<file path="src/rtl/pmc_pkg.sv">
package pmc_pkg;

  typedef enum logic [2:0] {
    PM_RUN_FAST     = 3'd0,
    PM_RUN_SLOW     = 3'd1,
    PM_SLEEP_DEEP   = 3'd2,
    PM_SLEEP_SUB    = 3'd3,
    PM_IDLE_OSC_OFF = 3'd4,
    PM_IDLE_OSC_ON  = 3'd5
  } pm_state_e;

  function automatic logic pm_is_running(pm_state_e s);
    return (s == PM_RUN_FAST) || (s == PM_RUN_SLOW);
  endfunction

  function automatic pm_state_e pm_pick_low(logic idle_en, logic keep,
                                            logic lvd_en, logic wdt_en);
    if (idle_en) return keep ? PM_IDLE_OSC_ON : PM_IDLE_OSC_OFF;
    return (lvd_en || wdt_en) ? PM_SLEEP_SUB : PM_SLEEP_DEEP;
  endfunction

endpackage

</file>
<file path="src/rtl/pmc_divider.sv">
module pmc_divider #(
  parameter int SEL_W     = 3,
  parameter int MAX_SHIFT = 6
) (
  input  logic             clk,
  input  logic             rst_n,
  input  logic             hs_run,
  input  logic             lo_run,
  input  logic             lo_tick,
  input  logic [SEL_W-1:0] div_sel,
  output logic             sys_tick,
  output logic             wrap_o
);
  localparam int CNT_W = (MAX_SHIFT > 0) ? MAX_SHIFT : 1;
  localparam int SH_W  = (MAX_SHIFT > 0) ? $clog2(MAX_SHIFT + 1) : 1;

  logic [SH_W-1:0]  sh_q, sh_next;
  logic [CNT_W-1:0] cnt_q, last;
  logic [CNT_W:0]   span;
  logic             wrap;

  // Codes above the largest shift fold to a ratio of 1.
  always_comb begin
    if (div_sel > SEL_W'(MAX_SHIFT)) sh_next = '0;
    else                             sh_next = SH_W'(div_sel);
  end

  assign span   = {{CNT_W{1'b0}}, 1'b1} << sh_q;
  assign last   = CNT_W'(span - (CNT_W+1)'(1));
  assign wrap   = hs_run && (cnt_q == last);
  assign wrap_o = wrap;

  // The ratio is latched only when a period ends, so no short pulse appears.
  always_ff @(posedge clk or negedge rst_n) begin
    if (!rst_n) begin
      cnt_q <= '0;
      sh_q  <= '0;
    end else if (hs_run) begin
      if (wrap) begin
        cnt_q <= '0;
        sh_q  <= sh_next;
      end else begin
        cnt_q <= cnt_q + CNT_W'(1);
      end
    end
  end

  assign sys_tick = wrap || (lo_run && lo_tick);

  a_r2_cnt_bound: assert property (@(posedge clk) disable iff (!rst_n)
    cnt_q <= last);

  a_r3_ratio_at_boundary: assert property (@(posedge clk) disable iff (!rst_n)
    !$stable(sh_q) |-> $past(wrap));

endmodule

</file>
<file path="src/rtl/pmc_mode_fsm.sv">
module pmc_mode_fsm
  import pmc_pkg::*;
(
  input  logic      clk,
  input  logic      rst_n,
  input  logic      halt_req,
  input  logic      wake_evt,
  input  logic      idle_en,
  input  logic      osc_keep_idle,
  input  logic      hs_sel,
  input  logic      lvd_en,
  input  logic      wdt_en,
  input  logic      sys_tick,
  output pm_state_e state_o,
  output pm_state_e saved_o,
  output logic      cpu_en_o
);
  pm_state_e state_q, state_d, saved_q, saved_d;
  logic      cpu_q, cpu_d;

  always_comb begin
    state_d = state_q;
    saved_d = saved_q;
    cpu_d   = cpu_q;
    if (pm_is_running(state_q)) begin
      if (halt_req) begin
        saved_d = state_q;
        state_d = pm_pick_low(idle_en, osc_keep_idle, lvd_en, wdt_en);
        cpu_d   = 1'b0;
      end else begin
        state_d = hs_sel ? PM_RUN_FAST : PM_RUN_SLOW;
        if (sys_tick) cpu_d = 1'b1;
      end
    end else if (wake_evt) begin
      state_d = saved_q;
    end else if (state_q == PM_SLEEP_DEEP && (lvd_en || wdt_en)) begin
      // The deepest state may not persist once a sub-clock user is enabled.
      state_d = PM_SLEEP_SUB;
    end
  end

  always_ff @(posedge clk or negedge rst_n) begin
    if (!rst_n) begin
      state_q <= PM_RUN_FAST;
      saved_q <= PM_RUN_FAST;
      cpu_q   <= 1'b0;
    end else begin
      state_q <= state_d;
      saved_q <= saved_d;
      cpu_q   <= cpu_d;
    end
  end

  assign state_o  = state_q;
  assign saved_o  = saved_q;
  assign cpu_en_o = cpu_q;

  a_r5_cpu_off_in_low: assert property (@(posedge clk) disable iff (!rst_n)
    !pm_is_running(state_q) |-> !cpu_q);

  a_r5_deep_needs_lvd_off: assert property (@(posedge clk) disable iff (!rst_n)
    (state_q == PM_SLEEP_DEEP) |-> $past(!lvd_en));

  a_r9_cpu_rise_on_tick: assert property (@(posedge clk) disable iff (!rst_n)
    $rose(cpu_q) |-> $past(sys_tick));

  a_r10_halt_ignored: assert property (@(posedge clk) disable iff (!rst_n)
    (!pm_is_running(state_q) && state_q != PM_SLEEP_DEEP && !wake_evt)
      |=> $stable(state_q));

endmodule

</file>
<file path="src/rtl/pmc_clk_gate.sv">
module pmc_clk_gate
  import pmc_pkg::*;
(
  input  logic       clk,
  input  logic       rst_n,
  input  pm_state_e  state,
  input  pm_state_e  saved,
  input  logic       lvd_en,
  input  logic       wdt_en,
  output logic       hs_run,
  output logic       lo_run,
  output logic       sub_en,
  output logic [2:0] mode_o
);
  logic       idle_run;
  logic [2:0] mode_q;

  assign idle_run = (state == PM_IDLE_OSC_ON);
  assign hs_run   = (state == PM_RUN_FAST) || (idle_run && saved == PM_RUN_FAST);
  assign lo_run   = (state == PM_RUN_SLOW) || (idle_run && saved == PM_RUN_SLOW);

  always_comb begin
    unique case (state)
      PM_SLEEP_DEEP: sub_en = 1'b0;
      PM_SLEEP_SUB:  sub_en = lvd_en || wdt_en;
      default:       sub_en = 1'b1;
    endcase
  end

  always_ff @(posedge clk or negedge rst_n) begin
    if (!rst_n) mode_q <= 3'd0;
    else        mode_q <= state;
  end

  assign mode_o = mode_q;

  a_r11_mode_in_range: assert property (@(posedge clk) disable iff (!rst_n)
    mode_q <= 3'd5);

endmodule

</file>
<file path="src/rtl/power_clock_ctrl.sv">
module power_clock_ctrl
  import pmc_pkg::*;
#(
  parameter int DIV_SEL_W = 3,
  parameter int MAX_SHIFT = 6
) (
  input  logic                 clk,
  input  logic                 rst_n,
  input  logic                 halt_req,
  input  logic                 wake_evt,
  input  logic                 idle_en,
  input  logic                 osc_keep_idle,
  input  logic                 hs_sel,
  input  logic [DIV_SEL_W-1:0] div_sel,
  input  logic                 lvd_en,
  input  logic                 wdt_en,
  input  logic                 lo_tick,
  output logic                 cpu_clk_en,
  output logic                 hosc_en,
  output logic                 sub_clk_en,
  output logic                 sys_tick,
  output logic [2:0]           mode_o
);
  pm_state_e state, saved;
  logic      hs_run, lo_run, wrap, tick;

  pmc_mode_fsm u_fsm (
    .clk(clk), .rst_n(rst_n), .halt_req(halt_req), .wake_evt(wake_evt),
    .idle_en(idle_en), .osc_keep_idle(osc_keep_idle), .hs_sel(hs_sel),
    .lvd_en(lvd_en), .wdt_en(wdt_en), .sys_tick(tick),
    .state_o(state), .saved_o(saved), .cpu_en_o(cpu_clk_en)
  );

  pmc_clk_gate u_gate (
    .clk(clk), .rst_n(rst_n), .state(state), .saved(saved),
    .lvd_en(lvd_en), .wdt_en(wdt_en), .hs_run(hs_run), .lo_run(lo_run),
    .sub_en(sub_clk_en), .mode_o(mode_o)
  );

  pmc_divider #(.SEL_W(DIV_SEL_W), .MAX_SHIFT(MAX_SHIFT)) u_div (
    .clk(clk), .rst_n(rst_n), .hs_run(hs_run), .lo_run(lo_run),
    .lo_tick(lo_tick), .div_sel(div_sel), .sys_tick(tick), .wrap_o(wrap)
  );

  assign hosc_en  = hs_run;
  assign sys_tick = tick;

  a_r7_no_tick_when_stopped: assert property (@(posedge clk) disable iff (!rst_n)
    (state == PM_SLEEP_DEEP || state == PM_SLEEP_SUB || state == PM_IDLE_OSC_OFF)
      |-> !tick);

  a_r4_slow_no_wrap: assert property (@(posedge clk) disable iff (!rst_n)
    (state == PM_RUN_SLOW) |-> !wrap);

endmodule

</file>
<file path="config.mk">
export PLATFORM = sky130hd
export DESIGN_NAME = power_clock_ctrl
export DESIGN_NICKNAME = d
export VERILOG_FILES = /design/src/rtl/pmc_pkg.sv /design/src/rtl/pmc_divider.sv /design/src/rtl/pmc_mode_fsm.sv /design/src/rtl/pmc_clk_gate.sv /design/src/rtl/power_clock_ctrl.sv
export SDC_FILE = /design/constraint.sdc
export NUM_CORES = 1
export LEC_CHECK = 0
export BUFFER_PORTS_ARGS = -buffer_cell sky130_fd_sc_hd__buf_2
export CELL_PAD_IN_SITES_DETAIL_PLACEMENT = 0
export CELL_PAD_IN_SITES_GLOBAL_PLACEMENT = 1
export CORE_ASPECT_RATIO = 0.9
export CORE_UTILIZATION = 40
export DETAILED_ROUTE_END_ITERATION = 6
export PLACE_DENSITY_LB_ADDON = 0.1
export SETUP_SLACK_MARGIN = 0.15
export SLEW_MARGIN = 20
export SYNTH_ARGS = -nofsm -noshare
export SYNTH_HDL_FRONTEND = slang
export SYNTH_SLANG_ARGS = --single-unit
</file>
<file path="constraint.sdc">
create_clock -name clk -period 2.2 [get_ports clk]
set_input_delay 0.22 -clock clk [delete_from_list [all_inputs] [get_ports clk]]
set_output_delay 0.22 -clock clk [all_outputs]
set_load 0.02 [all_outputs]
</file>
======== After elaboration in Yosys (flattened, before gate mapping) ========
Cells that the tools add are included.
word-level totals
  word-level logic and storage cells ...... 50
  input port bits ......................... 13
  bits in latches ......................... 0
  memories kept ........................... 0
  memory bits (writable) .................. 0
  register bits ........................... 19
  output and inout bits ................... 7
  bits in read-only memories .............. 0
cells by class
  shifts and indexed selects .............. 1
  divide/modulo/power cells ............... 0
  mux-type cells .......................... 17
  order comparisons ....................... 1
  add/subtract/negate cells ............... 2
  reductions and logical operators ........ 17
  bitwise gates (word level) .............. 0
  $mul .................................... 0
  equal/unequal tests ..................... 6
operators with widths
  kind                 number
  $mux 3               7
  $mux 1               8
  $add 6x1->6 const B  1
  $eq 3x1->1 const B   2
  $eq 3x2->1 const B   2
  $eq 6x6->1           1
  $logic_not 3->1      2
  $mux 6               1
  $reduce_and 2->1     3
  $shl 1x3->6 const A  1
  $sub 6x1->6 const B  1
  $logic_and 1x1->1    5
  $logic_or 1x1->1     5
  $eq 3x3->1 const B   1
  $gt 3x3->1 const B   1
  $reduce_bool 3->1    1
  $pmux 1 s2           1
  $reduce_bool 2->1    1

======== Longest topological paths before layout ========
Gate-level depths: netlist of the first run.
  word-level depth ........................ 7
  mapped depth ............................ 6
  gate-level depth less buffers ........... 6

======== Hierarchy ========
Synthesis of the first run repeated with hierarchy kept, for this count alone.
unflattened totals
  cell total of the unflattened synthesis .. 101
  area total of the unflattened synthesis .. 1,077.3 um^2
modules (own cells, without submodules)
  module        cells an instance  seq. area each (um^2)  area an instance (um^2)  instances
  pmc_divider   60                 225.2                  620.6                    1
  pmc_mode_fsm  30                 175.2                  327.8                    1
  pmc_clk_gate  11                 75.1                   128.9                    1

======== Worst setup path before layout of the first run ========
Ideal clock, no wire load.
  path type ............................... reg2reg
  start point ............................. register u_div.sh_q[1]
  end point ............................... register u_div.sh_q[1]
  path slack .............................. 370 ps
  library setup time ...................... 127 ps
  data required time ...................... 2,073 ps
  data arrival time ....................... 1,702 ps
  stages on the path, launching flop included .. 7
  clock period less this slack ............ 1,830 ps
  buffers on the path ..................... 1
  path through ............................ dfrtp_1 nand2_1 xnor2_1 o32a_1 a2111oi_4 buf_6 mux2_1
between the ends
  word-level cells in the longest chain between the ends .. 5
ends and longest elaborated chain
  item                        RTL line           text
  from (decl)                 pmc_divider.sv:17  logic [SH_W-1:0] sh_q, sh_next;
  from (signal assigned)      pmc_divider.sv:41  sh_q <= sh_next;
  $shl 1x3->6                 pmc_divider.sv:28  assign span = {{CNT_W{1'b0}}, 1'b1} << sh_q;
  $sub 6x1->6                 pmc_divider.sv:29  assign last = CNT_W'(span - (CNT_W+1)'(1));
  $eq 6x6->1                  pmc_divider.sv:30  assign wrap = hs_run && (cnt_q == last);
  $logic_and 1x1->1           pmc_divider.sv:30
  $reduce_and 2->1 (no line)  n/a
No other way between the ends.
A chain may end at the register's enable or synchronous reset.

======== Worst setup path in the final report of the first run ========
  start point ............................. register u_div.cnt_q[5]
  end point ............................... output sys_tick
between the ends
  word-level cells in the longest chain between the ends .. 3
ends and longest elaborated chain
  item                    RTL line                text
  from (decl)             pmc_divider.sv:18       logic [CNT_W-1:0] cnt_q, last;
  from (signal assigned)  pmc_divider.sv:43       cnt_q <= cnt_q + CNT_W'(1);
  $eq 6x6->1              pmc_divider.sv:30
  $logic_and 1x1->1       pmc_divider.sv:30
  $logic_or 1x1->1        pmc_divider.sv:48       assign sys_tick = wrap || (lo_run && lo_tick);
  to (decl)               power_clock_ctrl.sv:21  output logic sys_tick,
No other way between the ends.

==> results of run 1 <==
## final timing paths
| check | endpoint | depth (start not counted) | slack [ns] |
|---|---|---|---|
| setup / recovery | sys_tick | 7 | 0.10 |
| hold / removal | u_fsm.state_o[2] | 3 | 0.19 |
| setup reg to reg | u_div.sh_q[0] | 8 | 0.21 |
| hold reg to reg | u_gate.mode_o[1] | 0 | 0.52 |
| max in group asynchronous | u_fsm.saved_o[1] | 2 | 1.52 |
| min in group asynchronous | u_div.cnt_q[2] | 2 | 0.37 |
## power breakdown
| group | internal, mW | total [mW] | switching (mW) |
|---|---|---|---|
| clock network | 0.0678 | 0.175 | 0.108 |
| logic | 0.299 | 0.604 | 0.304 |
| registers | 0.458 | 0.621 | 0.163 |
| total | 0.826 | 1.40 | 0.574 |
## worst min-delay path: stages
cell     delay (ns)
buf_2          0.10
nand3_1        0.07
o21ai_0        0.07
## metal layers
layer	track usage (%)	vias to the layer above	share of wire, %
met5	0	-	0
met4	2.56	0	0.38
li1	-	421	-
met3	6.54	2	3.7
met1	26.8	401	52
met2	24.4	13	44
## cell usage in the layout (no fill, tap or decap), types with 2 or more instances in the layout
cell	instances
xor2_1	4
dfrtp_1	19
nand2_1	11
mux2_4	3
nor2_1	7
nand2b_1	2
a21oi_1	5
buf_2	18
and2_1	2
nor3_1	3
nand4_1	3
xnor2_1	2
a21boi_0	3
nand3_1	2
buf_4	6
o21ai_0	7
nor2b_1	5
o21a_1	2
clkbuf_4	3
inv_1	2
buf_6	3
## per-stage QoR
step                      power, mW  setup slack (ns)  hold WS [ns]
after floorplan               0.978             0.370       -0.0756
after global placement         1.12             0.276         0.185
after CTS                      1.35            0.0888         0.187
after global routing           1.51           0.00629         0.220
after detailed placement       1.13             0.208         0.186
final                          1.40             0.105         0.194
## cells by family (layout without fill, tap and decap cells)
logic type | after synthesis | after routing
AO/OA/AOI/OAI | 26 | 26
buffers and inverters | 3 | 34
flip-flops | 19 | 19
adder cells (fa/ha/maj) | 1 | 1
XOR/XNOR | 6 | 6
AND/OR/NAND/NOR | 41 | 41
multiplexers | 3 | 3
## layout make-up
cell class	instances	share of cell area [%]
clock buffer	3	1.80
sequential	19	38.0
tap	27	2.70
clock inverter	1	0.400
inverter	2	0.599
timing repair buffer	28	14.3
multi-input combinational	77	42.3
## state kept, by name (all words and copies together) (netlist names)
register / flops
u_fsm.saved_o: 3
u_gate.mode_o: 3
u_div.sh_q: 3
u_fsm.state_o: 3
u_fsm.cpu_en_o: 1
u_div.cnt_q: 6
## what timing repair did
action / CTS / global route
pin swaps: 4 / 2
setup endpoints to repair: 1 / 5
resized for setup: 2 / 10
buffers inserted: 4 / 3
hold buffers: 1 / 0
endpoints found under the hold margin: 19 / 0
==> impl_metrics.toml, run 1 <==
[drt]
drt_wl_total_um = 2080
avgRoutedWirePerCell_um = 13.3
drc = 0
ant_nets = 0
vias = 837
initialDrtViolationCount = 8
drtPass1Iterations = 4
vias_per_cell = 5.33

[setup_path]
crit_path_frequent_cell = "buf_6"
r2r-start = "u_div.cnt_q[5]"
crit_family = "flip-flops"
crit_path_max_incr_delay_ns = 0.45
cp-startpoint = "u_div.cnt_q[5]"
crit_arrival_ns = 1.88
worstPathMaxFanout = 3
path_buf_inv = 2
cp.required_ns = 1.98
start_kind = "flop"
end_kind = "primary output"
crit_type = "reg -> out"
crit_slowest_cell = "dfrtp_1"
worstPathCellList = "buf_6 -> nor2_4 -> and4b_1 -> a21oi_2 -> a2111oi_4 -> or2_1 -> buf_6"

[yosys]
yosys-top-cells-area = "dfrtp_1 (48%), nand2_1 (4.2%), o21ai_0 (3.5%)"
synthAdderAreaFrac_pct = 1.27
syn-num-nets = 113
syn_area_sq_um = 987
synth_edf_count = 0
synth_xor_area_share_pct = 5.32
ys.flop_type = "dfrtp_1"
synth_most_common_cell = "dfrtp_1"
syn_area_per_cell_sq_um = 9.97
postSynthCellCount = 99
yosysSeqAreaShare_pct = 48.2
synth_top_area_cell = "dfrtp_1"
synth-compound-area-share_pct = 18.9
synth_cell_types = 32
synth.area.mux_share_pct = 3.42
synth_top_family_by_area = "simple AND/OR/NAND/NOR gates"
async_flop_share_pct = 100
synth_top_area_share_pct = 48.2
synth_seq_cells = 19
yosysWarnings = 0
synth_common_cells = "dfrtp_1 (19), nand2_1 (11), nor2_1 (8)"
synth-simple-area-share_pct = 21.0

[timing]
fmax_mhz = 477
drv_slew = 0
rsz0062_at_grt = "true"
layout_min_cycle_time_ns = 2.10
setup_viol_count_final = 0
slew_headroom_pct = 71.3
worst_pin_slew_ns = 0.430
fin_crit_sh_pct = 95.2
final_hold_viol_count = 0
fin_tns_setup_ns = 0
clock_skew_ns = 0.00894

[placed_design]
portBuffers = 19
dp_cells = 145
dp_hpwl_um = 1530
place_area_sq_um = 1110
gp_congestion = 0.757

[finish]
design_area_sq_um = 1250
utilization_pct = 55.4
multi_input_area_sq_um = 529
antenna_cells = 0
fillers = 220
final_cell_count_no_fill = 157
layout.area.seq_sq_um = 475
syn_to_final_growth_pct = 26.9
nets = 145
drive_gt1_share_pct = 30.0

[clock_tree]
cts_buffer_depth = 2
root_buffer = "clkbuf_4"
path_clk_slew_ns = 0.11
tritoncts = "built"
cts_made_buffers = 3
cts_sinks = 19
h-tree-depth = 1
clock_latency_ns = 0.30

[floorplan]
die-area_sq_um = 2670
core_sq_um = 2260
io_pins = 20
die_h_um = 49.1
die_w_um = 54.4
initial_utilization_pct = 43.6
rows = 16

[power_and_ir_drop]
p_leak_nw = 0.579
p_per_area_nw_per_um2 = 1120
vdd_drop_max_v = 0.000776

[global_routing]
antenna_found_initial = 0
grt_usage_pct = 17.8
grt_pass1_vias = 742
grt_first_pass_wirelength_um = 3420
overflow = 0
grt_max_degree = 20

[worst_hold_path]
min_from = "idle_en"
hold_path_class = "in -> reg"

[flow_run]
cap_violations = 0

[run_status]
outcome = "complete, no violations"
(Power assumes the default switching activity.)
==> run 2: changes to the inputs <==
- ABC_AREA: not set -> 1
- CORE_UTILIZATION: 40 -> 38
==> impl_metrics.toml, run 2 <==
[placed_design]
dp_hpwl_um = 1700
gp_congestion = 0.803
portBuffers = 19

[floorplan]
die_w_um = 57.1
rows = 17
io_pins = 20
initial_utilization_pct = 41.1
core_sq_um = 2530
die_h_um = 51.6
die-area_sq_um = 2950

[power_and_ir_drop]
power_frac_seq_pct = 42.4
p_leak_nw = 0.621
vdd_drop_max_v = 0.000458
p_per_area_nw_per_um2 = 1060
p_switching_uw = 566
combPwrFrac_pct = 43.9
sw_frac_of_total_pct = 44.2
clockPowerShare_pct = 13.7
p_int_uw = 714

[worst_hold_path]
min_from = "div_sel[2]"
hold_path_class = "in -> reg"
hold_path_end = "u_div.sh_q[2]"
min_path_cells = 3

[finish]
drive_gt1_share_pct = 21.6
layout_common_cells = "nand2_1 (31), nor2_1 (19), buf_2 (19)"
syn_to_final_growth_pct = 16.4
utilization_pct = 47.8
top_register = "u_div.cnt_q"
mostFrequentLayoutCell = "nand2_1"
largest_reg_flops = 6
nets = 177
fillers = 268
antenna_cells = 0

[global_routing]
grt_first_pass_wirelength_um = 3910
grt_max_degree = 20
grt_pass1_vias = 862
grt_usage_pct = 17.5
antenna_found_initial = 0
overflow = 0

[timing]
rsz0062_at_grt = "false"
clock_skew_ns = 0.00522
worst_pin_slew_ns = 0.435
final_hold_viol_count = 0
drv_slew = 0
layout_min_cycle_time_ns = 1.81
slew_headroom_pct = 71.0
setup_viol_count_final = 0
fin_crit_sh_pct = 82.4
fmax_mhz = 552
fin_tns_setup_ns = 0
whs_ns = 0.172

[clock_tree]
h-tree-depth = 1
cts_buffer_depth = 2
path_clk_slew_ns = 0.10
clock_latency_ns = 0.30
tritoncts = "built"
root_buffer = "clkbuf_4"
cts_sinks = 19
cts_made_buffers = 3

[yosys]
synth_cell_types = 24
syn_area_per_cell_sq_um = 7.53
yosysWarnings = 0
synth_edf_count = 0
ys.flop_type = "dfrtp_1"
synth_seq_cells = 19
yosysSeqAreaShare_pct = 45.7
synth_top_area_cell = "dfrtp_1"
syn-num-nets = 152
yosys-top-cells-area = "dfrtp_1 (46%), nand2_1 (11%), nor2_1 (7.2%)"
async_flop_share_pct = 100
synth_top_area_share_pct = 45.7
syn_area_sq_um = 1040
synth_most_common_cell = "nand2_1"
postSynthCellCount = 138
synth_common_cells = "nand2_1 (31), nor2_1 (20), dfrtp_1 (19)"

[drt]
ant_nets = 0
drtPass1Iterations = 6
vias_per_cell = 4.84
vias = 919
avgRoutedWirePerCell_um = 11.5
drc = 4
initialDrtViolationCount = 33
drt_wl_total_um = 2190

[setup_path]
crit_path_max_incr_delay_ns = 0.41
crit_path_frequent_cell = "nor2_1"
worstPathMaxFanout = 4
ff2ff_setup_slack_ns = 0.60
worstPathCellList = "inv_1 -> nand3_1 -> nor2_1 -> nor2_1 -> nor2_1 -> nand3_4 -> nand2_1 -> buf_2"
end_kind = "primary output"
crit_arrival_ns = 1.59
reg2reg_depth = 9
r2r-end = "u_div.cnt_q[5]"
crit_slowest_cell = "dfrtp_1"
cp.required_ns = 1.98
crit_type = "reg -> out"
start_kind = "flop"
r2r-start = "u_fsm.state_o[1]"

[run_status]
violations = "DRC"
outcome = "complete, but fails checks"

[flow_run]
cap_violations = 0
-- run 2: cell types whose count changed after synthesis, sizes merged, moves of 3 or more --
cell,change
nand4,-3
nor2b,-5
nand2,+21
nor2,+13
mux2,-3
o21ai,+8
xor2,-3
nand3,+10
inv,+16
a21boi,-3
-- run 2: worst max-delay path by stage --
stage                          start        endpoint  slack (ns)  cells after the start
floorplan              u_div.sh_q[1]  u_fsm.cpu_en_o        0.85                      9
global placement       u_div.sh_q[1]        sys_tick        0.52                      8
detailed placement     u_div.sh_q[1]        sys_tick        0.49                      8
CTS                    u_div.sh_q[1]        sys_tick        0.17                      8
global route        u_fsm.state_o[1]        sys_tick        0.21                      8
finish              u_fsm.state_o[1]        sys_tick        0.39                      8
-- run 2: layout make-up --
cell class | instances | area, sq um | share of cell area, %
Multi-Input combinational cell | 97 | 475 | 39.3
Inverter | 20 | 76.3 | 6.31
Tap cell | 28 | 35.0 | 2.90
Timing Repair Buffer | 22 | 120 | 9.93
Clock buffer | 4 | 26.3 | 2.17
Sequential cell | 19 | 477 | 39.4
-- run 2: critical path: cells and delay by family (launching register included) --
kind | cells | cell delay [ns]
simple gates | 6 | 0.61
flops | 1 | 0.41
buf+inv | 2 | 0.29
-- run 2: through the flow --
step	total power, mW	std cells	setup slack [ns]	instance area, sq um
floorplan	0.957	138	0.846	1040
global placement	1.10	183	0.518	1150
detailed placement	1.11	183	0.491	1150
CTS	1.29	188	0.174	1190
global route	1.41	190	0.213	1210
finish	1.28	190	0.387	1210
-- run 2: power by group through the flow --
stage | combinational, mW | clock, mW | sequential (mW)
final | 0.561 | 0.175 | 0.543
after floorplan | 0.387 | 0 | 0.571
after global routing | 0.651 | 0.201 | 0.559
after detailed placement | 0.559 | 0 | 0.549
after global placement | 0.554 | 0 | 0.549
after CTS | 0.566 | 0.186 | 0.542
-- run 2: metal layers --
metal	global-route usage (%)	share of wire, %	vias to the layer above	wire length, um
met4	3.66	0	0	0
li1	-	-	487	-
met1	26.3	54	403	1190
met2	24.9	38	29	838
met3	4.73	7.1	0	156
met5	0	0	-	0
-- run 2: timing repair --
| action | CTS | global route |
|---|---|---|
| gates resized for setup | 1 | 2 |
| pin swaps | 0 | 1 |
| setup endpoints to repair | 1 | 1 |
| hold buffers | 1 | 0 |
| hold endpoints to repair | 19 | 0 |
| setup buffers | 0 | 2 |
-- run 2: cells by family (layout without fill, tap and decap cells) --
| logic type | after synthesis | in the layout | share of synthesized area (%) |
|---|---|---|---|
| compound gates | 25 | 25 | 13.2 |
| flops | 19 | 19 | 45.7 |
| xor+xnor | 1 | 1 | 0.843 |
| simple gates | 70 | 70 | 29.5 |
| fa+ha+maj | 1 | 1 | 1.20 |
| buf+inv | 22 | 46 | 9.51 |
==> run 3: changes to the inputs <==
- CORE_UTILIZATION: 38 -> 35
- clock period: 2.2 -> 1.51 ns (I/O delays scaled with it)
==> impl_metrics.toml, run 3 (synthesis results as in run 2) <==
[finish]
top_register = "u_div.cnt_q"
mostFrequentLayoutCell = "nand2_1"
layout.area.seq_sq_um = 479
drive_gt1_share_pct = 42.4
multi_input_area_sq_um = 549
syn_to_final_growth_pct = 45.7
design_area_sq_um = 1520
fillers = 288
antenna_cells = 0
largest_reg_flops = 6
layout_common_cells = "nand2_1 (27), buf_4 (17), buf_2 (16), dfrtp_1 (16), nor2_1 (14)"
nets = 199

[global_routing]
grt_pass1_vias = 947
overflow = 0
grt_max_degree = 20
antenna_found_initial = 0
grt_first_pass_wirelength_um = 4240
grt_usage_pct = 18.7

[power_and_ir_drop]
p_switching_mw = 1.07
sw_frac_of_total_pct = 41.9
combPwrFrac_pct = 58.6
vdd_drop_max_v = 0.000857
p_int_mw = 1.49
p_leak_nw = 0.741
power_frac_seq_pct = 30.8
clockPowerShare_pct = 10.7
p_per_area_nw_per_um2 = 1690
total_power_mw = 2.56

[drt]
initialDrtViolationCount = 38
vias_per_cell = 4.59
ant_nets = 0
avgRoutedWirePerCell_um = 12.2
drc = 0
drtPass1Iterations = 4
vias = 1028
drt_wl_total_um = 2740

[timing]
worst_pin_slew_ns = 0.447
final_hold_viol_count = 0
clock_skew_ns = 0.0176
fin_tns_setup_ns = -1.76
layout_min_cycle_time_ns = 1.73
setup_ws_ns = -0.221
rsz0062_at_grt = "true"
fin_crit_sh_pct = 115
slew_headroom_pct = 70.2
setup_viol_count_final = 11
drv_slew = 0
fmax_mhz = 578

[placed_design]
pre_cts_ws_ns = -0.0362
portBuffers = 19
gp_congestion = 0.783
dp_hpwl_um = 1790
place_area_sq_um = 1220

[clock_tree]
path_clk_slew_ns = 0.12
tritoncts = "built"
cts_made_buffers = 3
h-tree-depth = 1
cts_buffer_depth = 2
root_buffer = "clkbuf_4"
clock_latency_ns = 0.31
cts_sinks = 19

[run_status]
violations = "setup timing"
outcome = "complete, but fails checks"

[setup_path]
worstPathMaxFanout = 4
crit_type = "reg -> out"
end_kind = "primary output"
cp.required_ns = 1.36
crit_arrival_ns = 1.58
start_kind = "flop"

[floorplan]
die-area_sq_um = 3190
core_sq_um = 2790
io_pins = 20
rows = 18
initial_utilization_pct = 37.2
die_h_um = 53.7
die_w_um = 59.5

[flow_run]
cap_violations = 0

[worst_hold_path]
hold_path_class = "in -> reg"
## run 3: changes by cell type in the layout (fill, tap and decap cells not counted), moves of 4 or more
cell / before / now
buf_4: 2 / 17
buf_6: 0 / 10
o21ai_0: 10 / 4
nor2_1: 19 / 14
o21ai_1: 5 / 10
nand2_1: 31 / 27
nand2_2: 1 / 5
## run 3: final cells by class
| class | count | area share, % |
|---|---|---|
| Multi-Input combinational cell | 97 | 36.3 |
| Inverter | 20 | 5.28 |
| Clock buffer | 4 | 1.73 |
| Timing Repair Buffer | 44 | 21.8 |
| Sequential cell | 19 | 31.6 |
| Tap cell | 40 | 3.30 |
## run 3: what timing repair did
action,CTS,global route
buffers inserted,12,5
endpoints found under the hold margin,19,0
hold buffers,1,0
gates resized for setup,26,21
endpoints found under the setup margin,12,15
pin swaps,7,4
## run 3: worst paths after layout
kind,to,from,slack [ns],depth (start not counted)
worst max-delay path,sys_tick,u_fsm.state_o[2],-0.22,8
worst min-delay path,u_div.sh_q[1],div_sel[1],0.08,3
worst max register to register,u_div.cnt_q[0],u_fsm.state_o[2],-0.20,11
worst min register to register,u_gate.mode_o[0],u_fsm.state_o[0],0.47,0
max in group asynchronous,u_div.sh_q[1],rst_n,0.88,2
min in group asynchronous,u_gate.mode_o[1],rst_n,0.29,2
## run 3: through the flow
step                hold slack [ns]  utilization (%)  cells
floorplan                    -0.145                -    138
global placement              0.112             43.8    203
detailed placement            0.125             43.8    203
CTS                          0.0765             50.9    220
global route                 0.0744             54.3    224
finish                       0.0758             54.3    224
## run 3: per-layer routing
layer / wire (um) / track usage (%)
met5: 0 / 0
met4: 15 / 4.76
met3: 115 / 5.05
met2: 1290 / 29.4
met1: 1310 / 25.4
## run 3: worst max-delay path: stages, from the launching register on
cell	delay (ns)
dfrtp_1	0.46
inv_2	0.09
nand2_2	0.06
nor2_1	0.14
nor2_2	0.07
nor2_2	0.11
nand3_2	0.11
nand2_2	0.10
buf_6	0.12
## run 3: power by group through the flow
stage               clock, mW  combinational [mW]  sequential, mW
floorplan                   0               0.563           0.832
global placement            0               0.938           0.788
detailed placement          0               0.927           0.791
CTS                     0.283                1.29           0.779
global route            0.309                1.65           0.808
finish                  0.273                1.50           0.789
